**src/rtl/ps_cfg_pkg.sv**
```systemverilog
package ps_cfg_pkg;

    localparam int WORD_W = 32;
    localparam int BYTE_W = 8;

    typedef enum logic [2:0] {
        ST_IDLE,
        ST_REQ,
        ST_ARM,
        ST_SETUP,
        ST_COLLECT,
        ST_SHIFT,
        ST_FINISH
    } ps_state_e;

    localparam logic [1:0] PH_ACK    = 2'b01;
    localparam logic [1:0] PH_START  = 2'b10;
    localparam logic [1:0] PH_FINISH = 2'b11;

    // microseconds to system clock cycles, never less than one cycle
    function automatic int us_to_cyc(input int hz, input int us);
        int c;
        c = (hz / 1_000_000) * us;
        return (c < 1) ? 1 : c;
    endfunction

endpackage

```
**src/rtl/ps_sync.sv**
```systemverilog
module ps_sync #(
    parameter int         W       = 2,
    parameter logic [W-1:0] RST_VAL = '0
) (
    input  logic         clk,
    input  logic         rst_n,
    input  logic [W-1:0] d_i,
    output logic [W-1:0] q_o
);

    logic [W-1:0] meta_q;
    logic [W-1:0] sync_q;

    always_ff @(posedge clk or negedge rst_n) begin
        if (!rst_n) begin
            meta_q <= RST_VAL;
            sync_q <= RST_VAL;
        end else begin
            meta_q <= d_i;
            sync_q <= meta_q;
        end
    end

    assign q_o = sync_q;

endmodule

```
**src/rtl/ps_shifter.sv**
```systemverilog
module ps_shifter #(
    parameter int W    = 32,
    parameter int HALF = 1
) (
    input  logic         clk,
    input  logic         rst_n,
    input  logic         load_i,
    input  logic [W-1:0] word_i,
    output logic         sck_o,
    output logic         sdo_o,
    output logic         active_o,
    output logic         done_o
);

    localparam int DIV_W = (HALF < 2) ? 1 : $clog2(HALF);
    localparam int BIT_W = $clog2(W);

    logic [W-1:0]     sh_q;
    logic [DIV_W-1:0] div_q;
    logic [BIT_W-1:0] bit_q;
    logic             sck_q;
    logic             act_q;
    logic             tick;

    assign tick   = act_q && (div_q == DIV_W'(HALF - 1));
    assign done_o = tick && sck_q && (bit_q == BIT_W'(W - 1));

    always_ff @(posedge clk or negedge rst_n) begin
        if (!rst_n) begin
            sh_q  <= '0;
            div_q <= '0;
            bit_q <= '0;
            sck_q <= 1'b0;
            act_q <= 1'b0;
        end else if (load_i) begin
            sh_q  <= word_i;
            div_q <= '0;
            bit_q <= '0;
            sck_q <= 1'b0;
            act_q <= 1'b1;
        end else if (act_q) begin
            if (tick) begin
                div_q <= '0;
                if (!sck_q) begin
                    sck_q <= 1'b1;
                end else begin
                    sck_q <= 1'b0;
                    sh_q  <= sh_q >> 1;
                    bit_q <= bit_q + 1'b1;
                    if (bit_q == BIT_W'(W - 1)) begin
                        act_q <= 1'b0;
                    end
                end
            end else begin
                div_q <= div_q + 1'b1;
            end
        end
    end

    assign sck_o    = sck_q;
    assign sdo_o    = act_q & sh_q[0];
    assign active_o = act_q;


    sdo_stable_chk: assert property (@(posedge clk) disable iff (!rst_n)
        sck_o |-> $stable(sdo_o));

endmodule

```
**src/rtl/ps_cfg_seq.sv**
```systemverilog
module ps_cfg_seq
    import ps_cfg_pkg::*;
#(
    parameter int CLK_HZ   = 125_000_000,
    parameter int ACK_US   = 2,
    parameter int START_US = 1600,
    parameter int SETUP_US = 2,
    parameter int DONE_US  = 10_000,
    parameter int SCK_HALF = 7
) (
    input  logic        clk,
    input  logic        rst_n,
    input  logic        start_i,
    input  logic [7:0]  s_data_i,
    input  logic        s_valid_i,
    input  logic        s_last_i,
    output logic        s_ready_o,
    output logic        cfg_n_o,
    input  logic        stat_n_i,
    input  logic        done_i,
    output logic        sck_o,
    output logic        sdo_o,
    output logic        busy_o,
    output logic        ok_o,
    output logic        err_o,
    output logic [3:0]  err_code_o
);

    localparam int ACK_CYC   = us_to_cyc(CLK_HZ, ACK_US);
    localparam int START_CYC = us_to_cyc(CLK_HZ, START_US);
    localparam int SETUP_CYC = us_to_cyc(CLK_HZ, SETUP_US);
    localparam int DONE_CYC  = us_to_cyc(CLK_HZ, DONE_US);
    localparam int MAX_AB    = (ACK_CYC > START_CYC) ? ACK_CYC : START_CYC;
    localparam int MAX_CD    = (SETUP_CYC > DONE_CYC) ? SETUP_CYC : DONE_CYC;
    localparam int MAX_CYC   = (MAX_AB > MAX_CD) ? MAX_AB : MAX_CD;
    localparam int CNT_W     = $clog2(MAX_CYC + 1);
    localparam int BPW       = WORD_W / BYTE_W;
    localparam int IDX_W     = $clog2(BPW);

    ps_state_e state_q, state_d;

    logic [CNT_W-1:0]  cnt_q;
    logic [IDX_W-1:0]  idx_q;
    logic [WORD_W-1:0] word_q, word_merged, sh_word;
    logic              last_q, pad_q;
    logic              ok_q, err_q;
    logic [3:0]        code_q;
    logic              stat_lvl, done_lvl;
    logic              fire, word_end, sh_load, sh_active, sh_done;
    logic              ack_seen, ack_to, start_to, setup_end, fin_seen, fin_to;

    ps_sync #(.W(2), .RST_VAL(2'b10)) u_sync (
        .clk   (clk),
        .rst_n (rst_n),
        .d_i   ({stat_n_i, done_i}),
        .q_o   ({stat_lvl, done_lvl})
    );

    ps_shifter #(.W(WORD_W), .HALF(SCK_HALF)) u_shift (
        .clk      (clk),
        .rst_n    (rst_n),
        .load_i   (sh_load),
        .word_i   (sh_word),
        .sck_o    (sck_o),
        .sdo_o    (sdo_o),
        .active_o (sh_active),
        .done_o   (sh_done)
    );

    assign fire      = s_ready_o && s_valid_i;
    assign word_end  = (idx_q == IDX_W'(BPW - 1)) || s_last_i;
    assign ack_seen  = !stat_lvl && !done_lvl;
    assign ack_to    = (cnt_q == CNT_W'(ACK_CYC - 1));
    assign start_to  = (cnt_q == CNT_W'(START_CYC - 1));
    assign setup_end = (cnt_q == CNT_W'(SETUP_CYC - 1));
    assign fin_seen  = stat_lvl && done_lvl;
    assign fin_to    = (cnt_q == CNT_W'(DONE_CYC - 1));

    always_comb begin
        word_merged = word_q;
        word_merged[idx_q*BYTE_W +: BYTE_W] = s_data_i;
    end

    always_comb begin
        sh_load = 1'b0;
        sh_word = word_merged;
        if (state_q == ST_COLLECT && fire && word_end) begin
            sh_load = 1'b1;
        end else if (state_q == ST_SHIFT && sh_done && last_q && !pad_q) begin
            sh_load = 1'b1;
            sh_word = '0;
        end
    end

    // next-state logic
    always_comb begin
        state_d = state_q;
        unique case (state_q)
            ST_IDLE:    if (start_i) state_d = ST_REQ;
            ST_REQ:     if (ack_seen) state_d = ST_ARM;
                        else if (ack_to) state_d = ST_IDLE;
            ST_ARM:     if (stat_lvl) state_d = ST_SETUP;
                        else if (start_to) state_d = ST_IDLE;
            ST_SETUP:   if (setup_end) state_d = ST_COLLECT;
            ST_COLLECT: if (fire && word_end) state_d = ST_SHIFT;
            ST_SHIFT:   if (sh_done) begin
                            if (!last_q)     state_d = ST_COLLECT;
                            else if (!pad_q) state_d = ST_SHIFT;
                            else             state_d = ST_FINISH;
                        end
            ST_FINISH:  if (fin_seen || fin_to) state_d = ST_IDLE;
            default:    state_d = ST_IDLE;
        endcase
    end

    // state register
    always_ff @(posedge clk or negedge rst_n) begin
        if (!rst_n) state_q <= ST_IDLE;
        else        state_q <= state_d;
    end

    // datapath and result registers
    always_ff @(posedge clk or negedge rst_n) begin
        if (!rst_n) begin
            cnt_q  <= '0;
            idx_q  <= '0;
            word_q <= '0;
            last_q <= 1'b0;
            pad_q  <= 1'b0;
            ok_q   <= 1'b0;
            err_q  <= 1'b0;
            code_q <= '0;
        end else begin
            if (state_d != state_q || state_q == ST_IDLE ||
                state_q == ST_COLLECT || state_q == ST_SHIFT) begin
                cnt_q <= '0;
            end else begin
                cnt_q <= cnt_q + 1'b1;
            end
            unique case (state_q)
                ST_IDLE: if (start_i) begin
                    ok_q   <= 1'b0;
                    err_q  <= 1'b0;
                    code_q <= '0;
                    idx_q  <= '0;
                    word_q <= '0;
                    last_q <= 1'b0;
                    pad_q  <= 1'b0;
                end
                ST_REQ: if (!ack_seen && ack_to) begin
                    err_q  <= 1'b1;
                    code_q <= {PH_ACK, done_lvl, stat_lvl};
                end
                ST_ARM: if (!stat_lvl && start_to) begin
                    err_q  <= 1'b1;
                    code_q <= {PH_START, 2'b01};
                end
                ST_COLLECT: if (fire) begin
                    if (word_end) begin
                        word_q <= '0;
                        idx_q  <= '0;
                        last_q <= s_last_i;
                        pad_q  <= (idx_q != IDX_W'(BPW - 1));
                    end else begin
                        word_q <= word_merged;
                        idx_q  <= idx_q + 1'b1;
                    end
                end
                ST_SHIFT: if (sh_done && last_q && !pad_q) begin
                    pad_q <= 1'b1;
                end
                ST_FINISH: begin
                    if (fin_seen) begin
                        ok_q <= 1'b1;
                    end else if (fin_to) begin
                        err_q  <= 1'b1;
                        code_q <= {PH_FINISH, !done_lvl, !stat_lvl};
                    end
                end
                default: ;
            endcase
        end
    end

    // outputs
    always_comb begin
        cfg_n_o    = (state_q != ST_REQ);
        busy_o     = (state_q != ST_IDLE);
        s_ready_o  = (state_q == ST_COLLECT);
        ok_o       = ok_q;
        err_o      = err_q;
        err_code_o = code_q;
    end


    ready_not_shifting_chk: assert property (@(posedge clk) disable iff (!rst_n)
        s_ready_o |-> !sh_active);


    sck_in_data_phase_chk: assert property (@(posedge clk) disable iff (!rst_n)
        sck_o |-> (state_q == ST_SHIFT));


    result_exclusive_chk: assert property (@(posedge clk) disable iff (!rst_n)
        ok_o |-> !err_o);


    req_follows_start_chk: assert property (@(posedge clk) disable iff (!rst_n)
        $fell(cfg_n_o) |-> $past(start_i));


    result_hold_chk: assert property (@(posedge clk) disable iff (!rst_n)
        (!busy_o && !start_i) |=> $stable(err_code_o));

endmodule

```
**config.mk**
```make
export PLATFORM = sky130hd
export DESIGN_NAME = ps_cfg_seq
export DESIGN_NICKNAME = d
export VERILOG_FILES = /design/src/rtl/ps_cfg_pkg.sv /design/src/rtl/ps_sync.sv /design/src/rtl/ps_shifter.sv /design/src/rtl/ps_cfg_seq.sv
export SDC_FILE = /design/constraint.sdc
export NUM_CORES = 1
export LEC_CHECK = 0
export CAP_MARGIN = 30
export CORE_AREA = 2 2 116 118
export CTS_CLUSTER_SIZE = 10
export DETAILED_ROUTE_END_ITERATION = 7
export DIE_AREA = 0 0 118 120
export GPL_ROUTABILITY_DRIVEN = 0
export REMOVE_ABC_BUFFERS = 1
export SYNTH_ARGS = -nofsm -noshare
export SYNTH_HDL_FRONTEND = slang
export SYNTH_SLANG_ARGS = --single-unit
```
**constraint.sdc**
```tcl
create_clock -name clk -period 2.2 [get_ports clk]
set_input_delay 0.22 -clock clk [delete_from_list [all_inputs] [get_ports clk]]
set_output_delay 0.22 -clock clk [all_outputs]
set_load 0.02 [all_outputs]
```
==> metrics.md <==
| Metric | Value |
|---|---|
| DRT Wirelength | 13.5 mm |
| WHS Path Cells | 1 |
| Hold EP | u_sync.meta_q[1] |
| Largest net degree at the start of global routing | 42 |
| Post-DP HPWL | 8.85 mm |
| Worst-Margin Slew | ~0.52 ns |
| 1st-pass router iterations | 5 |
| CP Max Fanout | 21 |
| Post-route cell area | around 6900 um2 |
| Place WS | -0.118 ns |
| Distinct cells, synth | 56 |
| Root buf cell | clkbuf_16 |
| Run status | finished with violations |
| Min-delay src | stat_n_i |
| MaxCap Viol Count | 0 |
| HP Class | primary input to flop |
| Final hold slack | approximately 0.27 ns |
| R2r setup slk | -0.11 ns |
| Core Footprint | ~13000 um2 |
| Area Overhead vs Synth | 22.0% |
| Share of cells above drive strength 1 | 0.188 |
| Final Critical Period | ~2.3 ns |
| CTS tree | yes |
| Worst path required time | 2.44 ns |
| WP data arrival | 2.56 ns |
| Diodes inserted | 0 |
| GRT overflow | 0 |
| Clk sinks | roughly 110 |
| Reg clk slew, reported paths | around 0.07 ns |
| Vias in the first global route | around 4600 |
| Worst r2r src | cnt_q[10] |
| I/O pins | 26 |
| Worst R2R Path Depth | 7 |
| Dominant synthesized flop cell | dfrtp_1 |
| Synth async-reset ratio | 1.00 |
| Yosys warning count | 0 |
| Setup TNS | -2.48 ns |
| Row count | 42 |
| Initial antenna violation count | 0 |
| Max VDD drop | around 0.44 mV |
| Setup violators final | 26 |
| H-tree levels | 3 |
| Power per cell area | 781 nW/um2 |
| Maximum buffer depth of the clock tree | 2 |
| Pleak | between 3 and 4 nW |
| Fmax | 432 MHz |
| Initial DRC Count | between 300 and 400 |
| Final total power | about 5.4 mW |
| Unrepaired setup endpoints after global routing | yes |
| I/O Buffers | 25 |
| Routed Antenna Nets | 0 |
| Vias post-DR | 4478 |
| Final Max Slew Viols | 0 |
| Final hold violation count | 0 |
| DRC Markers | 0 |
| Skew-Pair Late Insertion Delay | 0.36 ns |
| Avg Vias per Cell | approximately 5.5 |
| Layout net count | between 600 and 700 |
| Slew headroom | 0.650 |
| Starting Density | 0.436 |
| Crit start category | flop |
| Crit path kind | flop to flop |
| Global-route wire length before repair | approximately 23 mm |
| Mapped cell area | roughly 5700 um2 |
| Post-route clock period utilization | 1.05 |
| Num CTS Buffers | 9 |
| Die Y | 120 um |
| Gr usage total | 0.205 |
| Cells after synthesis | 567 |
| Nature of the critical path endpoint | flop |
| Failing checks | setup timing |
| Number of flops mapped to enable cells by yosys | 0 |
| Skew final | roughly 0.009 ns |
| Die width | approximately 120 um |
| Post-synthesis register bit count | 112 |
| Placed Area | approximately 6500 um2 |
| RR Endpoint | cnt_q[20] |
| Setup ws final | -0.115 ns |
| Routed length per placed instance | 16.4 um |
| Syn avg cell area | between 9 and 10 um2 |
| Seq/Total Area, Yosys | 0.495 |
| Die area | between 10000 and 15000 um2 |
-- cell usage in the layout (no fill, tap or decap), types with 2 or more instances in the layout --
master,instances
nor3_2,22
xor2_1,10
clkdlybuf4s50_1,23
dfstp_2,2
nand4_1,6
mux2i_1,33
mux2_4,2
xnor2_1,13
nand2_1,72
clkinv_2,2
dfrtp_1,110
inv_6,3
or4_1,2
inv_1,11
o21a_1,2
buf_12,6
nor4_1,3
a31oi_1,3
nand3_1,12
o21ai_0,41
nor2_1,23
nor2b_1,35
a21oi_1,45
ha_1,12
nand2b_1,4
nor3_1,7
and3_1,3
o31ai_1,2
buf_4,56
buf_6,2
and4_1,3
clkbuf_16,9
o22ai_1,31
-- final cells by class --
class	instances	area (um2)
fillers	1177	6070
flip-flops and latches	112	2810
multi-input cells	414	2750
repair buffers	89	816
clock buffers	10	229
well taps	176	220
clock inverters	6	50.0
inverters	12	46.3
-- synthesized netlist by cell type (2+ instances only) --
| cell | n | area, um2 |
|---|---|---|
| and3_1 | 3 | 18.8 |
| mux2_1 | 2 | 22.5 |
| nor3_2 | 21 | 210 |
| nand2_1 | 72 | 270 |
| buf_6 | 2 | 22.5 |
| xnor2_1 | 13 | 114 |
| clkbuf_1 | 17 | 63.8 |
| mux2i_1 | 34 | 340 |
| xor2_1 | 10 | 87.6 |
| nor3_1 | 8 | 40.0 |
| nor2b_1 | 35 | 219 |
| nand2b_1 | 4 | 25.0 |
| nand4_1 | 6 | 37.5 |
| buf_1 | 4 | 15.0 |
| buf_2 | 6 | 30.0 |
| o21ai_0 | 42 | 210 |
| dfrtp_1 | 110 | 2750 |
| inv_1 | 11 | 41.3 |
| dfstp_2 | 2 | 52.6 |
| nand3_1 | 12 | 60.1 |
| and4_1 | 3 | 26.3 |
| o31ai_1 | 2 | 15.0 |
| a21oi_1 | 45 | 225 |
| a31oi_1 | 3 | 18.8 |
| or4_1 | 2 | 15.0 |
| o21a_1 | 3 | 22.5 |
| o22ai_1 | 31 | 194 |
| nor2_1 | 23 | 86.3 |
| nor4_1 | 3 | 18.8 |
| ha_1 | 12 | 150 |
-- per-stage QoR --
step                utilization  cells
CTS                       0.528    818
global placement          0.504    800
detailed placement        0.504    800
global route              0.533    819
floorplan                     -    538
finish                    0.533    819
-- kinds of logic after synthesis --
| group | count (synthesis) | share of synthesized area |
|---|---|---|
| AO/OA/AOI/OAI | 140 | 0.146 |
| XOR/XNOR | 23 | 0.0356 |
| adder cells (fa/ha/maj) | 12 | 0.0265 |
| buffers and inverters | 41 | 0.0311 |
| flip-flops | 112 | 0.495 |
| multiplexers | 36 | 0.0641 |
| AND/OR/NAND/NOR | 203 | 0.201 |
-- state kept, by name, summed over array words and instances, names as in the netlist, 2 cells and up --
signal,flops
u_sync.q_o,2
cnt_q,21
word_q,32
err_code_o,4
u_sync.meta_q,2
u_shift.div_q,3
u_shift.sh_q,32
u_shift.bit_q,5
idx_q,2
state_q,3
-- where the power goes --
| group | internal [mW] | switching (mW) | leakage (nW) |
|---|---|---|---|
| clock | 0.788 | 0.786 | 0.136 |
| combinational | 0.729 | 0.869 | 1.57 |
| sequential | 2.15 | 0.0814 | 1.52 |
| total | 3.66 | 1.74 | 3.22 |
-- critical path, stage by stage (launching register included) --
cell and delay (ns):
dfrtp_1 0.39, or4bb_4 0.54, nor4_4 0.26, nand3_2 0.14
a211oi_4 0.27, mux2i_2 0.29, buf_12 0.22, nor3_1 0.07
-- layer usage --
metal | track usage | vias to the layer above | routed length (um)
met5 | 0 | - | 0
met4 | 0.0527 | 0 | 172
met3 | 0.0442 | 16 | 453
met2 | 0.362 | 86 | 7070
met1 | 0.255 | 2222 | 5770
li1 | - | 2154 | -
-- how the worst max path moves through the flow --
stage / startpoint / to / cells after the start
after floorplan: u_shift.div_q[0] / cnt_q[20] / 8
after global placement: cnt_q[14] / cnt_q[20] / 7
after detailed placement: cnt_q[14] / err_code_o[1] / 7
after CTS: cnt_q[14] / cnt_q[20] / 7
after global routing: cnt_q[6] / cnt_q[20] / 7
final: cnt_q[10] / cnt_q[20] / 7
-- timing repair --
action	4_1_cts	5_1_grt
pin swaps	0	4
hold endpoints to repair	33	0
hold buffers	1	0
gates resized for setup	6	13
setup buffers	1	1
endpoints found under the setup margin	25	68
(Power assumes the default switching activity.)
